===== src/rtl/updn_pkg.sv =====
package updn_pkg;

    typedef enum logic [2:0] {
        OP_HOLD,
        OP_CLEAR,
        OP_LOAD,
        OP_INC,
        OP_DEC
    } op_e;

    typedef struct packed {
        logic clr;
        logic ld_n;
        logic up;
        logic dn;
    } ctl_t;

    localparam ctl_t CTL_IDLE = '{clr: 1'b0, ld_n: 1'b1, up: 1'b1, dn: 1'b1};

    // Priority: clear, then load, then a single count edge.
    function automatic op_e pick_op(input ctl_t c, input logic up_ev, input logic dn_ev);
        op_e op;
        if (c.clr)                   op = OP_CLEAR;
        else if (!c.ld_n)            op = OP_LOAD;
        else if (up_ev && !dn_ev)    op = OP_INC;
        else if (dn_ev && !up_ev)    op = OP_DEC;
        else                         op = OP_HOLD;
        return op;
    endfunction

endpackage


===== src/rtl/updn_sync.sv =====
module updn_sync #(
    parameter int             W       = 8,
    parameter int             STAGES  = 2,
    parameter logic [W-1:0]   RST_VAL = '0
) (
    input  logic         clk,
    input  logic         rst,
    input  logic [W-1:0] d,
    output logic [W-1:0] q
);
    logic [W-1:0] pipe [STAGES];

    for (genvar i = 0; i < STAGES; i++) begin : g_stage
        always_ff @(posedge clk) begin
            if (rst)
                pipe[i] <= RST_VAL;
            else if (i == 0)
                pipe[i] <= d;
            else
                pipe[i] <= pipe[(i == 0) ? 0 : i-1];
        end
    end

    assign q = pipe[STAGES-1];
endmodule


===== src/rtl/updn_edge.sv =====
module updn_edge #(
    parameter int N = 2
) (
    input  logic         clk,
    input  logic         rst,
    input  logic [N-1:0] lvl,
    output logic [N-1:0] rise
);
    logic [N-1:0] prev;

    always_ff @(posedge clk) begin
        if (rst) prev <= '1;
        else     prev <= lvl;
    end

    assign rise = lvl & ~prev;
endmodule


===== src/rtl/updn_core.sv =====
module updn_core
    import updn_pkg::*;
#(
    parameter int WIDTH = 4
) (
    input  logic             clk,
    input  logic             rst,
    input  op_e              op,
    input  logic [WIDTH-1:0] din,
    output logic [WIDTH-1:0] q
);
    localparam logic [WIDTH-1:0] ONE = WIDTH'(1);

    always_ff @(posedge clk) begin
        if (rst) begin
            q <= '0;
        end else begin
            unique case (op)
                OP_CLEAR: q <= '0;
                OP_LOAD:  q <= din;
                OP_INC:   q <= q + ONE;
                OP_DEC:   q <= q - ONE;
                default:  q <= q;
            endcase
        end
    end
endmodule


===== src/rtl/updn_term.sv =====
module updn_term #(
    parameter int WIDTH = 4
) (
    input  logic [WIDTH-1:0] q,
    input  logic             up_lvl,
    input  logic             dn_lvl,
    output logic             carry_n,
    output logic             borrow_n
);
    localparam logic [WIDTH-1:0] TOP = '1;

    assign carry_n  = !((q == TOP) && !up_lvl);
    assign borrow_n = !((q == '0)  && !dn_lvl);
endmodule


===== src/rtl/pulse_updown_counter.sv =====
module pulse_updown_counter
    import updn_pkg::*;
#(
    parameter int WIDTH       = 4,
    parameter int SYNC_STAGES = 2
) (
    input  logic             clk,
    input  logic             rst,
    input  logic             up_pulse,
    input  logic             dn_pulse,
    input  logic             clr,
    input  logic             ld_n,
    input  logic [WIDTH-1:0] din,
    output logic [WIDTH-1:0] q,
    output logic             carry_n,
    output logic             borrow_n
);
    localparam int CW = $bits(ctl_t);
    localparam int VW = CW + WIDTH;
    localparam logic [VW-1:0] SYNC_RST = {CTL_IDLE, {WIDTH{1'b0}}};

    ctl_t             ctl_raw;
    ctl_t             ctl_s;
    logic [WIDTH-1:0] din_s;
    logic [VW-1:0]    sync_out;
    logic [1:0]       rise;
    logic             up_rise;
    logic             dn_rise;
    op_e              op;

    always_comb begin
        ctl_raw.clr  = clr;
        ctl_raw.ld_n = ld_n;
        ctl_raw.up   = up_pulse;
        ctl_raw.dn   = dn_pulse;
    end

    updn_sync #(.W(VW), .STAGES(SYNC_STAGES), .RST_VAL(SYNC_RST)) u_sync (
        .clk (clk),
        .rst (rst),
        .d   ({ctl_raw, din}),
        .q   (sync_out)
    );

    assign ctl_s = ctl_t'(sync_out[VW-1:WIDTH]);
    assign din_s = sync_out[WIDTH-1:0];

    updn_edge #(.N(2)) u_edge (
        .clk  (clk),
        .rst  (rst),
        .lvl  ({ctl_s.up, ctl_s.dn}),
        .rise (rise)
    );

    assign up_rise = rise[1];
    assign dn_rise = rise[0];
    assign op      = pick_op(ctl_s, up_rise, dn_rise);

    updn_core #(.WIDTH(WIDTH)) u_core (
        .clk (clk),
        .rst (rst),
        .op  (op),
        .din (din_s),
        .q   (q)
    );

    updn_term #(.WIDTH(WIDTH)) u_term (
        .q        (q),
        .up_lvl   (ctl_s.up),
        .dn_lvl   (ctl_s.dn),
        .carry_n  (carry_n),
        .borrow_n (borrow_n)
    );
endmodule


===== config.mk =====
export PLATFORM = sky130hd
export DESIGN_NAME = pulse_updown_counter
export DESIGN_NICKNAME = d
export VERILOG_FILES = /design/src/rtl/updn_pkg.sv /design/src/rtl/updn_sync.sv /design/src/rtl/updn_edge.sv /design/src/rtl/updn_core.sv /design/src/rtl/updn_term.sv /design/src/rtl/pulse_updown_counter.sv
export SDC_FILE = /design/constraint.sdc
export NUM_CORES = 1
export LEC_CHECK = 0
export BUFFER_PORTS_ARGS = -buffer_cell sky130_fd_sc_hd__buf_2
export CELL_PAD_IN_SITES_DETAIL_PLACEMENT = 0
export CELL_PAD_IN_SITES_GLOBAL_PLACEMENT = 1
export CORE_UTILIZATION = 28
export DETAILED_ROUTE_END_ITERATION = 16
export PLACE_DENSITY = 0.51
export SLEW_MARGIN = 25
export SYNTH_ARGS = -nofsm -noshare
export SYNTH_HDL_FRONTEND = slang
export SYNTH_HIERARCHICAL = 1
export SYNTH_SLANG_ARGS = --single-unit

===== constraint.sdc =====
create_clock -name clk -period 4.7 [get_ports clk]
set_clock_uncertainty 0.05 [all_clocks]
set_input_delay 0.94 -clock clk [delete_from_list [all_inputs] [get_ports clk]]
set_output_delay 0.94 -clock clk [all_outputs]
set_load 0.01 [all_outputs]

==> run summary, run 1 <==
STATUS
------------------------------------------------------------------------------------
Outcome                                                                    completed

DETAILED ROUTING
------------------------------------------------------------------------------------
Iter 0 DRT Violations                                                             38
Total wirelength of the detailed-routed design                               1510 µm
DRT antenna net count                                                              0
Detailed-route vias per instance                                                4.20
Length of the first detailed-routing pass in iterations                            4
Drt wl/cell                                                                  9.84 µm
Via Count                                                                        642
DRC violation count after routing                                                  0

FLOORPLAN
------------------------------------------------------------------------------------
Vertical die dimension                                                       60.3 µm
Number of I/O pins                                                                16
Std-Cell Core Area                                                       0.00313 mm²
Die area                                                                 0.00363 mm²
Effective utilization at floorplan                                             0.304
Count of standard-cell rows                                                       20
Die boundary width                                                           60.3 µm

SETUP PATH
------------------------------------------------------------------------------------
Worst Path Class, Setup                                                   reg -> reg
Critical path startpoint category                                               flop
Destination of the worst register-to-register timing path               u_core/q[1]$_SDFFE_PP0P_
Worst path required time                                                     4830 ps
Setup slack of the most critical reg-to-reg path                             1810 ps
Largest fanout on the critical path                                                9
Startpoint of the worst register-to-register path                       u_sync/pipe[1][4]$_SDFF_PP1_
Depth of the worst register-to-register path                                       8
Critical path arrival                                                        3020 ps
Type of destination of the critical path                                        flop

GRT
------------------------------------------------------------------------------------
Total grt overflow                                                                 0
Antenna violations before repair                                                   0
Global-route wire length before repair                                       2440 µm
Vias in the first global route                                                   556
Pin count of the biggest net entering global routing                              23
Gr usage total                                                                0.0940

STA
------------------------------------------------------------------------------------
Finish-stage setup viols                                                           0
Slew at the pin with the worst max-slew slack                                 704 ps
F_max                                                                        346 MHz
Final hold violations                                                              0
Final slew viol count                                                              0
Total negative slack for setup checks                                           0 ps
Slew margin rel.                                                               0.529
Minimum period implied by the final worst setup slack                        2890 ps
RSZ-0062 raised after global routing                                           false
Post-route fraction of the period consumed by the critical path                0.614

CLOCKING
------------------------------------------------------------------------------------
Worst-skew pair later-pin latency                                             300 ps
Depth of the CTS H-tree                                                            1
Clock-pin transition on the worst setup and hold timing paths                 110 ps
Number of buffers inserted for hold repair after clock tree synthesis              0
Number of sinks handled by clock tree synthesis                                   22
Number of gates resized after CTS                                                  0
Buffer count from post-CTS setup fixing                                            0
Clock root buffer                                                           clkbuf_4
CTS tree                                                                       built
Maximum count of clock buffers along a single path                                 2
Number of buffers added by the clock tree synthesis step                           3

POWER AND IR DROP
------------------------------------------------------------------------------------
Maximum vdd ir drop                                                       0.000127 V
Pleak                                                                       0.462 nW
Power density over the cells                                              321 mW/mm²

FINAL LAYOUT
------------------------------------------------------------------------------------
Layout overhead on the synthesized area                                        12.6%
Count of antenna diodes in the layout                                              0
Finished Core Util                                                             0.342
Net count reported at finish                                                     123
Share of final-layout standard cells stronger than drive strength 1            0.202

PLACEMENT
------------------------------------------------------------------------------------
Buffers on Ports                                                                  15
Last weighted congestion value of the routability-driven placer                0.772
DP Wirelength                                                                1040 µm

SYNTHESIS
------------------------------------------------------------------------------------
Register bit count reported by yosys                                              22
Instance count of the mapped netlist                                              95
Sequential fraction of the synthesis area                                      0.463
Most used standard cells in the synthesized netlist                     dfxtp_1 (22), nor2b_1 (8), or2_1 (8)
Dominant synthesized flop cell                                               dfxtp_1
Post-synthesis instance area                                                 951 µm²
Count of cell types in the netlist                                                30
Share of the synthesized area in the top cell type                             0.463
Async set-reset flop share out of synthesis                                        0
Net Count, Synth                                                                 108
Number of warnings printed during yosys synthesis                                  6
Top cells by area, synth                                                dfxtp_1 (46%), nor2b_1 (5.3%), or2_1 (5.3%)
Most common cell in the netlist                                              dfxtp_1
Cell taking the most area after synthesis                                    dfxtp_1
Mean cell area of the mapped netlist                                        10.0 µm²
Number of enable-type register cells in the synthesized netlist                    0

HOLD PATH
------------------------------------------------------------------------------------
Worst-case hold path end point                                          u_sync/pipe[1][5]$_SDFF_PP1_
Hold path startpoint                                                    u_sync/pipe[0][5]$_SDFF_PP1_
Type of the worst min-delay path                                          reg -> reg
Worst Hold Path Cells                                                              1

RUN
------------------------------------------------------------------------------------
Max_cap viols                                                                      0

## kinds of logic after synthesis
logic type                 synth area share
and+or+nand+nor                       0.237
DFF                                   0.463
AOI/OAI and AO/OA                     0.129
buffers and inverters                0.0684
xor gates and xnor gates             0.0447
adders and majority gates            0.0474
muxes                                0.0105
## layout make-up
| cell class | count | area [µm²] |
|---|---|---|
| Clock buffer | 4 | 36.3 |
| Fill cell | 341 | 2060 |
| Inverter | 5 | 18.8 |
| Multi-Input combinational cell | 63 | 445 |
| Sequential cell | 22 | 440 |
| Tap cell | 44 | 55.1 |
| Timing Repair Buffer | 15 | 75.1 |
## stage by stage
stage	setup WS, ps	instances	power [mW]	hold slack, ps	cell area [µm²]
finish	1810	153	0.343	366	1070
detailed placement	1810	149	0.246	342	1030
global placement	1750	149	0.247	340	1030
global route	1590	153	0.363	386	1070
CTS	1780	153	0.348	372	1070
floorplan	2290	95	0.236	333	951
## layer usage
layer | global-route usage | part of all wire
met4 | 0.0498 | 0.014
met2 | 0.146 | 0.42
met3 | 0.0260 | 0.050
met5 | 0 | 0
met1 | 0.117 | 0.51
## flip-flops by register name, summed over array words and instances, names as in the netlist
signal / cells
u_core/q: 4
u_edge/prev: 2
u_sync/pipe: 16
## layout by cell type (no fill, tap or decap), types with 4 or more instances in the layout
cell and n:
inv_1 5, dfxtp_1 22, buf_2 15, or2_1 8
a21oi_1 7, and2b_1 6, nor2b_1 8, nor2_1 4
## how the worst max path moves through the flow
stage	start	endpoint	slack, ps	depth (start not counted)
6_report	u_sync/pipe[1][4]$_SDFF_PP1_	u_core/q[1]$_SDFFE_PP0P_	1810	8
5_1_grt	u_sync/pipe[1][4]$_SDFF_PP1_	u_core/q[2]$_SDFFE_PP0P_	1590	9
4_1_cts	u_sync/pipe[1][4]$_SDFF_PP1_	u_core/q[1]$_SDFFE_PP0P_	1780	8
3_5_place_dp	u_sync/pipe[1][4]$_SDFF_PP1_	u_core/q[1]$_SDFFE_PP0P_	1810	8
3_3_place_gp	u_sync/pipe[1][4]$_SDFF_PP1_	u_core/q[1]$_SDFFE_PP0P_	1750	8
2_1_floorplan	u_sync/pipe[1][4]$_SDFF_PP1_	u_core/q[1]$_SDFFE_PP0P_	2290	10
## worst max-delay path: stages, from the launching register on
cell,delay [ps]
dfxtp_1,370
nor2b_1,160
inv_1,80
nor4b_2,600
or3b_1,540
inv_1,160
fa_1,450
a311oi_1,280
nor3_1,80
## power breakdown
part	switching [mW]	leakage, nW	total [mW]	internal, mW
Sequential	0.00676	0.182	0.203	0.196
Combinational	0.0197	0.259	0.0395	0.0198
Clock	0.0542	0.0210	0.101	0.0472
Note: power is estimated with default switching activity, not from simulation.
==> run 2: changes to the inputs <==
Clock period 4.7 ns to 2.9 ns, I/O delays scaled along.
==> run 2 against run 1 <==
- combinational power is 64% higher
- via count is 0.16% lower
- critical path depth stayed put
- non-clock buffer count rose by 2
- clock power is 130% higher
- largest power group unchanged
==> run summary, run 2 (synthesis results as in run 1) <==
FLOORPLAN
------------------------------------------------------------------------------------
Effective utilization at floorplan                                             0.304
Std-Cell Core Area                                                       0.00313 mm²
Number of I/O pins                                                                16
Count of standard-cell rows                                                       20
Die boundary width                                                           60.3 µm
Die area                                                                 0.00363 mm²
Vertical die dimension                                                       60.3 µm

POWER AND IR DROP
------------------------------------------------------------------------------------
Power density over the cells                                              566 mW/mm²
Maximum vdd ir drop                                                       0.000232 V
Pleak                                                                       0.479 nW
Tot Pwr                                                                     0.624 mW

DETAILED ROUTING
------------------------------------------------------------------------------------
Total wirelength of the detailed-routed design                               1510 µm
Detailed-route vias per instance                                                4.14
Iter 0 DRT Violations                                                             19
DRT antenna net count                                                              0
Drt wl/cell                                                                  9.75 µm
Length of the first detailed-routing pass in iterations                            4
Via Count                                                                        641
DRC violation count after routing                                                  0

STA
------------------------------------------------------------------------------------
Slack of the critical path                                                    287 ps
Final slew viol count                                                              0
Hold_ws                                                                       370 ps
Post-route fraction of the period consumed by the critical path                0.901
Slew margin rel.                                                               0.772
Finish-stage setup viols                                                           0
Total negative slack for setup checks                                           0 ps
RSZ-0062 raised after global routing                                           false
Final hold violations                                                              0
Minimum period implied by the final worst setup slack                        2610 ps
Slew at the pin with the worst max-slew slack                                 342 ps
F_max                                                                        383 MHz

CLOCKING
------------------------------------------------------------------------------------
Number of sinks handled by clock tree synthesis                                   22
Depth of the CTS H-tree                                                            1
Number of gates resized after CTS                                                  0
Clock root buffer                                                           clkbuf_4
CTS tree                                                                       built
Maximum count of clock buffers along a single path                                 2
Worst-skew pair later-pin latency                                             300 ps
Buffer count from post-CTS setup fixing                                            0
Number of buffers added by the clock tree synthesis step                           3
Number of buffers inserted for hold repair after clock tree synthesis              0
Clock-pin transition on the worst setup and hold timing paths                 120 ps

GRT
------------------------------------------------------------------------------------
Vias in the first global route                                                   594
Antenna violations before repair                                                   0
Gr usage total                                                                0.0996
Global-route wire length before repair                                       2630 µm
Pin count of the biggest net entering global routing                              23
Total grt overflow                                                                 0

FINAL LAYOUT
------------------------------------------------------------------------------------
Net count reported at finish                                                     125
Count of antenna diodes in the layout                                              0
Largest Register                                                         u_sync/pipe
Layout overhead on the synthesized area                                        15.9%
Finished Core Util                                                             0.352
Largest registers ranked by flip-flop count                             u_sync/pipe x16, u_core/q x4, u_edge/prev x2
Share of final-layout standard cells stronger than drive strength 1            0.216
Flip-flop count of the largest register after layout                              16
Commonest cells after routing, fill and taps aside                      dfxtp_1 (22), buf_2 (15), nor2b_1 (8), or2_1 (8), a21oi_1 (7)
Leading cell type in the layout, fill and taps excluded                      dfxtp_1

SETUP PATH
------------------------------------------------------------------------------------
Critical path arrival                                                        2760 ps
Largest fanout on the critical path                                               10
Critical path startpoint category                                               flop
Worst path required time                                                     3040 ps
Type of destination of the critical path                                        flop
Worst Path Class, Setup                                                   reg -> reg

PLACEMENT
------------------------------------------------------------------------------------
DP Wirelength                                                                1120 µm
Placement Setup Slack                                                         279 ps
Last weighted congestion value of the routability-driven placer                0.776
Buffers on Ports                                                                  15

HOLD PATH
------------------------------------------------------------------------------------
Type of the worst min-delay path                                          reg -> reg

RUN
------------------------------------------------------------------------------------
Max_cap viols                                                                      0

STATUS
------------------------------------------------------------------------------------
Outcome                                                                    completed

run 2: changes by cell type in the layout (fill, tap and decap cells not counted):
cell       previous run  this run
clkbuf_8              1         0
bufinv_16             0         1
buf_4                 0         2
run 2: power by group:
group / switching [mW] / internal, mW
Combinational: 0.0314 / 0.0333
Sequential: 0.0111 / 0.317
Clock: 0.0907 / 0.140
run 2: per-layer routing:
layer	global-route usage	wire, µm	vias to the layer above
met5	0	0	-
met4	0.0598	19	0
met3	0.0195	62	2
met2	0.163	675	17
met1	0.119	753	276
li1	-	-	346
run 2: cell type report:
| class | count | area (µm²) |
|---|---|---|
| Clock buffer | 3 | 22.5 |
| Clock inverter | 1 | 30.0 |
| Fill cell | 334 | 2030 |
| Inverter | 5 | 18.8 |
| Multi-Input combinational cell | 63 | 445 |
| Sequential cell | 22 | 440 |
| Tap cell | 44 | 55.1 |
| Timing Repair Buffer | 17 | 90.1 |
run 2: critical path: stages (launching register included):
cell and delay [ps]:
dfxtp_1 370, nor2b_1 160, inv_1 80, a31o_2 310, or3b_1 520, inv_1 160, fa_1 450, a311oi_1 330
nor3_1 80
run 2: path summary, 6_finish.rpt:
kind / to / from / slack, ps / depth (start not counted)
min: u_sync/pipe[1][4]$_SDFF_PP1_ / u_sync/pipe[0][4]$_SDFF_PP1_ / 370 / 1
min reg2reg: u_sync/pipe[1][4]$_SDFF_PP1_ / u_sync/pipe[0][4]$_SDFF_PP1_ / 370 / 1
max: u_core/q[1]$_SDFFE_PP0P_ / u_sync/pipe[1][4]$_SDFF_PP1_ / 290 / 8
max reg2reg: u_core/q[1]$_SDFFE_PP0P_ / u_sync/pipe[1][4]$_SDFF_PP1_ / 290 / 8
run 2: per-stage QoR:
stage,instance area [µm²],std cells
floorplan,951,95
global route,1100,155
finish,1100,155
CTS,1100,155
global placement,1050,151
detailed placement,1050,151
